==> src/rtl/gain_shift_pkg.sv <==
package gain_shift_pkg;

    localparam int unsigned SAMPLE_W = 16;
    localparam int unsigned CODE_W   = 4;
    localparam int unsigned ADJ_W    = 3;
    localparam int unsigned RESULT_W = 32;

    // Largest code a CODE_W field can hold
    function automatic int unsigned code_ceiling(input int unsigned width);
        return (1 << width) - 1;
    endfunction

    // Width needed for the unclamped sum of two unsigned fields
    function automatic int unsigned sum_width(input int unsigned a_w, input int unsigned b_w);
        return ((a_w > b_w) ? a_w : b_w) + 1;
    endfunction

    typedef struct packed {
        logic                       valid;
        logic signed [RESULT_W-1:0] data;
    } scaled_t;

endpackage

==> src/rtl/gain_shift_sat.sv <==
module gain_shift_sat #(
    parameter int unsigned CODE_W = 4,
    parameter int unsigned ADJ_W  = 3
) (
    input  logic [CODE_W-1:0] base_code,
    input  logic [ADJ_W-1:0]  adj_code,
    output logic [CODE_W-1:0] eff_code
);
    import gain_shift_pkg::*;

    localparam int unsigned SUM_W = sum_width(CODE_W, ADJ_W);
    localparam logic [SUM_W-1:0] CEIL = SUM_W'(code_ceiling(CODE_W));

    logic [SUM_W-1:0] raw_sum;

    always_comb begin
        raw_sum = SUM_W'(base_code) + SUM_W'(adj_code);
        if (raw_sum > CEIL) begin
            eff_code = CEIL[CODE_W-1:0];
        end else begin
            eff_code = raw_sum[CODE_W-1:0];
        end
    end

endmodule

==> src/rtl/gain_shift_barrel.sv <==
module gain_shift_barrel #(
    parameter int unsigned IN_W  = 16,
    parameter int unsigned OUT_W = 32,
    parameter int unsigned SH_W  = 4
) (
    input  logic signed [IN_W-1:0]  din,
    input  logic        [SH_W-1:0]  amount,
    output logic signed [OUT_W-1:0] dout
);
    localparam int unsigned EXT_W = OUT_W - IN_W;

    logic signed [OUT_W-1:0] stage [0:SH_W];

    assign stage[0] = {{EXT_W{din[IN_W-1]}}, din};

    // One conditional shift by 2**k per bit of the shift amount
    generate
        for (genvar k = 0; k < SH_W; k++) begin : g_stage
            assign stage[k+1] = amount[k] ? (stage[k] <<< (1 << k)) : stage[k];
        end
    endgenerate

    assign dout = stage[SH_W];

endmodule

==> src/rtl/gain_shift_reg.sv <==
module gain_shift_reg #(
    parameter int unsigned OUT_W = 32
) (
    input  logic                    clk,
    input  logic                    rst,
    input  logic                    load,
    input  logic signed [OUT_W-1:0] next_data,
    output logic                    q_valid,
    output logic signed [OUT_W-1:0] q_data
);
    always_ff @(posedge clk) begin
        if (rst) begin
            q_valid <= 1'b0;
            q_data  <= '0;
        end else begin
            q_valid <= load;
            if (load) begin
                q_data <= next_data;
            end
        end
    end

endmodule

==> src/rtl/gain_shift_top.sv <==
module gain_shift_top #(
    parameter int unsigned SAMPLE_W = gain_shift_pkg::SAMPLE_W,
    parameter int unsigned CODE_W   = gain_shift_pkg::CODE_W,
    parameter int unsigned ADJ_W    = gain_shift_pkg::ADJ_W,
    parameter int unsigned RESULT_W = gain_shift_pkg::RESULT_W
) (
    input  logic                       clk,
    input  logic                       rst,
    input  logic                       x_valid,
    input  logic signed [SAMPLE_W-1:0] x_data,
    input  logic        [CODE_W-1:0]   base_shift,
    input  logic        [ADJ_W-1:0]    gain_adj,
    output logic                       y_valid,
    output logic signed [RESULT_W-1:0] y_data
);
    logic        [CODE_W-1:0]   eff_shift;
    logic signed [RESULT_W-1:0] shifted;

    gain_shift_sat #(
        .CODE_W (CODE_W),
        .ADJ_W  (ADJ_W)
    ) u_sat (
        .base_code (base_shift),
        .adj_code  (gain_adj),
        .eff_code  (eff_shift)
    );

    gain_shift_barrel #(
        .IN_W  (SAMPLE_W),
        .OUT_W (RESULT_W),
        .SH_W  (CODE_W)
    ) u_barrel (
        .din    (x_data),
        .amount (eff_shift),
        .dout   (shifted)
    );

    gain_shift_reg #(
        .OUT_W (RESULT_W)
    ) u_reg (
        .clk       (clk),
        .rst       (rst),
        .load      (x_valid),
        .next_data (shifted),
        .q_valid   (y_valid),
        .q_data    (y_data)
    );

endmodule

==> config.mk <==
export PLATFORM = sky130hd
export DESIGN_NAME = gain_shift_top
export DESIGN_NICKNAME = d
export VERILOG_FILES = /design/src/rtl/gain_shift_pkg.sv /design/src/rtl/gain_shift_sat.sv /design/src/rtl/gain_shift_barrel.sv /design/src/rtl/gain_shift_reg.sv /design/src/rtl/gain_shift_top.sv
export SDC_FILE = /design/constraint.sdc
export NUM_CORES = 1
export LEC_CHECK = 0
export ABC_AREA = 1
export BUFFER_PORTS_ARGS = -buffer_cell sky130_fd_sc_hd__buf_2
export CORE_UTILIZATION = 50
export DETAILED_ROUTE_END_ITERATION = 8
export HOLD_SLACK_MARGIN = 0.15
export PLACE_DENSITY = 0.78
export SETUP_SLACK_MARGIN = 0.1
export SYNTH_ARGS = -nofsm -noshare
export SYNTH_HDL_FRONTEND = slang
export SYNTH_HIERARCHICAL = 1
export SYNTH_SLANG_ARGS = --single-unit
==> constraint.sdc <==
create_clock -name clk -period 2.12 [get_ports clk]
set_input_delay 0.318 -clock clk [delete_from_list [all_inputs] [get_ports clk]]
set_output_delay 0.318 -clock clk [all_outputs]
set_load 0.005 [all_outputs]
==> results_dict.tcl <==
set metrics [dict create \
    critical_path.cell_chain "buf_6 > ha_4 > inv_2 > fa_2 > inv_2 > nand2_2 > inv_2 > o21ai_4 > nand2_4 > buf_6 > buf_16 > nand2_2 > nand3_2 > nand3_1 > nand2_2 > buf_4 > nand2_1 > nand2_1 > inv_1 > nand2_1 > nand2_1 > nor2_1" \
    yosysUniqueCellTypes 25 \
    edff_count_synth 0 \
    synth.top_cells.by_count "sky130_fd_sc_hd__nand2_1, sky130_fd_sc_hd__nor2_1, sky130_fd_sc_hd__inv_1, sky130_fd_sc_hd__nand3_1, sky130_fd_sc_hd__dfxtp_1" \
    cts_inserted_buffers 5 \
    netlist.top_cell.by_area "sky130_fd_sc_hd__nand2_1" \
    synth_area_leaders "sky130_fd_sc_hd__nand2_1, sky130_fd_sc_hd__dfxtp_1, sky130_fd_sc_hd__nor2_1" \
    place_congestion 0.8907 \
    synthToLayoutAreaGrowth_pct 30.44 \
    yosysMostFrequentCell "sky130_fd_sc_hd__nand2_1" \
    drc 0 \
    critical_path.most_common_cell "sky130_fd_sc_hd__nand2_1" \
    grt_setup_unrepaired "yes" \
    finalSetupViolCount 0 \
    timing.critical_path.required_ns 2.30 \
    post-route-min-period_ns 2.084 \
    setup_total_negative_slack_ns 0 \
    fp.dieH_microns 74.42 \
    drt_first_iter_violations 198 \
    post-dp-hpwl_microns 4584 \
    synth.yosys.seq_area_share_pct 25.19 \
    place.port_buffers 58 \
    power.density_cell_area_nw_per_um2 672.8 \
    critPathLaunchType "input pin" \
    critical_path_at_ns 2.26 \
    cts.hold.buffers_added 0 \
    critical_path_peak_fanout 8 \
    vias 3007 \
    syn_avg_cell_area_sq_um 5.789 \
    die_w_microns 74.42 \
    vias_in_the_first_global_route 2620 \
    async_flop_share_pct 0 \
    drive_above_1_share_pct 32.44 \
    synth.yosys.warnings 6 \
    clkSinkCount 33 \
    floorplan.die_area_sq_um 5538 \
    outcome "finished clean" \
    cap_violations 0 \
    ant_nets 0 \
    cts_root_buf "sky130_fd_sc_hd__clkbuf_8" \
    critical-path-max-stage-delay_ns 0.20 \
    cts_buffer_depth 2 \
    vias_per_cell 5.114 \
    criticalPathCategory "input pin to flip-flop" \
    syn-num-nets 483 \
    timing_worst_slew_pin_value_ns 0.4558 \
    clock_tree_from_tritoncts "done" \
    synth_seq_cells 33 \
    post-route-period-util_pct 98.29 \
    overflow 0 \
    placement_rows 25 \
    grt_pass1_wl_microns 10610 \
    cts_max_level 2 \
    initial_utilization_pct 53.74 \
    hold_viol_final 0 \
    groute.usage.overall_pct 24.12 \
    slew_violations 0 \
    hold_path.class "input pin to flip-flop" \
    final_core_utilization_pct 70.10 \
    diodes_inserted 0 \
    layout_setup_ws_ns 0.03621 \
    clk-insertion-delay-late_ns 0.27 \
    synthCells 453 \
    placedCellCount 563 \
    synth_ff_type "sky130_fd_sc_hd__dfxtp_1" \
    critPathSlowestCell "sky130_fd_sc_hd__o21ai_4" \
    post_drt_wl_per_cell_microns 11.96 \
    post-synth-top-area-fraction_pct 26.34 \
    final_cells 588 \
    detailedPlace.worstSlack_ns -0.2479 \
    final_net_count 550 \
    final.fill_count 470 \
    worst_setup_path_end_kind "flip-flop" \
    upper_clock_frequency_limit_mhz 479.9 \
    core-area_sq_um 4880 \
    p_leak_nw 1.981 \
    ios 59 \
    cts.reportedPaths.clkPinSlew_ns 0.07 \
    wirelength_microns 7033 \
    grt_antenna_before_repair 0 \
    dr.pass1.iters 5 \
    grt_start_max_net_pins 40 \
    synthesis.area_sq_um 2623 \
    irDropWorstVdd_v 0.0005305 \
    clock_skew_ns 0 \
    slew_headroom_pct 69.61 \
]
-- kinds of logic after synthesis --
group | Yosys count | synth area share, %
and+or+nand+nor | 335 | 56.01
buffers and inverters | 77 | 15.70
DFF | 33 | 25.19
AOI/OAI and AO/OA | 4 | 0.9064
adders and majority gates | 4 | 2.195
-- path summary, 6_finish.rpt --
kind | start | end | slack (ns) | cells past startpoint
worst max-delay path | gain_adj[0] | u_reg/q_data[18] | 0.04 | 22
worst min-delay path | rst | u_reg/q_valid | 0.21 | 2
worst max register to register | u_reg/q_data[1] | u_reg/q_data[1] | 1.53 | 2
worst min register to register | u_reg/q_data[10] | u_reg/q_data[10] | 0.46 | 2
-- sequential cells by signal, indices dropped and copies added, names as in the netlist --
| register | count |
|---|---|
| u_reg/q_data | 32 |
| u_reg/q_valid | 1 |
-- metal layers --
| metal | wire length (microns) | part of all wire (%) | vias up | GRT usage [%] |
|---|---|---|---|---|
| met5 | 0 | 0 | - | 0 |
| met4 | 161 | 2.3 | 0 | 6.499 |
| met3 | 393 | 5.6 | 15 | 4.743 |
| met2 | 3492 | 50 | 131 | 44.24 |
| met1 | 2986 | 42 | 1359 | 28.38 |
| li1 | - | - | 1502 | - |
-- cells in the final DEF, fill, tap and decap left out, types with 2 or more instances in the layout --
cell type	Yosys	final
sky130_fd_sc_hd__nand4_1	2	2
sky130_fd_sc_hd__inv_8	1	2
sky130_fd_sc_hd__dfxtp_1	33	33
sky130_fd_sc_hd__nand2_1	184	157
sky130_fd_sc_hd__buf_4	5	15
sky130_fd_sc_hd__clkinv_2	0	2
sky130_fd_sc_hd__clkbuf_8	0	5
sky130_fd_sc_hd__inv_2	1	4
sky130_fd_sc_hd__nor2_1	74	71
sky130_fd_sc_hd__inv_1	48	45
sky130_fd_sc_hd__nor2_2	0	3
sky130_fd_sc_hd__buf_6	7	5
sky130_fd_sc_hd__buf_2	11	56
sky130_fd_sc_hd__ha_1	3	2
sky130_fd_sc_hd__nand3_1	48	37
sky130_fd_sc_hd__nand2_4	5	8
sky130_fd_sc_hd__buf_12	1	6
sky130_fd_sc_hd__nand3_2	15	26
sky130_fd_sc_hd__nand2_2	4	28
-- final cells by class --
type | count | area [sq um] | area share, %
Inverter | 51 | 222.7 | 6.511
Sequential cell | 33 | 660.6 | 19.31
Clock buffer | 6 | 72.57 | 2.121
Multi-Input combinational cell | 343 | 1727 | 50.48
Tap cell | 67 | 83.83 | 2.451
Clock inverter | 2 | 10.01 | 0.2926
Timing Repair inverter | 2 | 22.52 | 0.6584
Timing Repair Buffer | 84 | 621.8 | 18.18
-- power breakdown --
group	internal (W)	total, W	switching, W
clock network	0.000227	0.000446	0.000219
registers	0.000678	0.000705	0.0000268
logic	0.000464	0.00115	0.000687
total	0.00137	0.00230	0.000932
-- what timing repair did --
item,4_1_cts,5_1_grt
setup buffers,2,11
gates cloned,1,3
pin swaps,7,20
endpoints found under the setup margin,21,30
resized for setup,9,50
-- worst max-delay path: cells and delay by family --
kind | cells | cell delay, ns
AND/OR/NAND/NOR | 11 | 0.73
buffers and inverters | 8 | 0.68
AO/OA/AOI/OAI | 1 | 0.20
adder cells (fa/ha/maj) | 2 | 0.33
-- stage by stage --
step           cell area, sq um  hold slack [ns]  total power (W)
4_1_cts                    3102           0.2029         0.002129
5_1_grt                    3421           0.2011         0.002477
6_report                   3421           0.2067         0.002302
2_1_floorplan              2638           0.3893         0.001412
3_3_place_gp               2947           0.4531         0.001626
3_5_place_dp               2947           0.4599         0.001640
(Power assumes the default switching activity.)
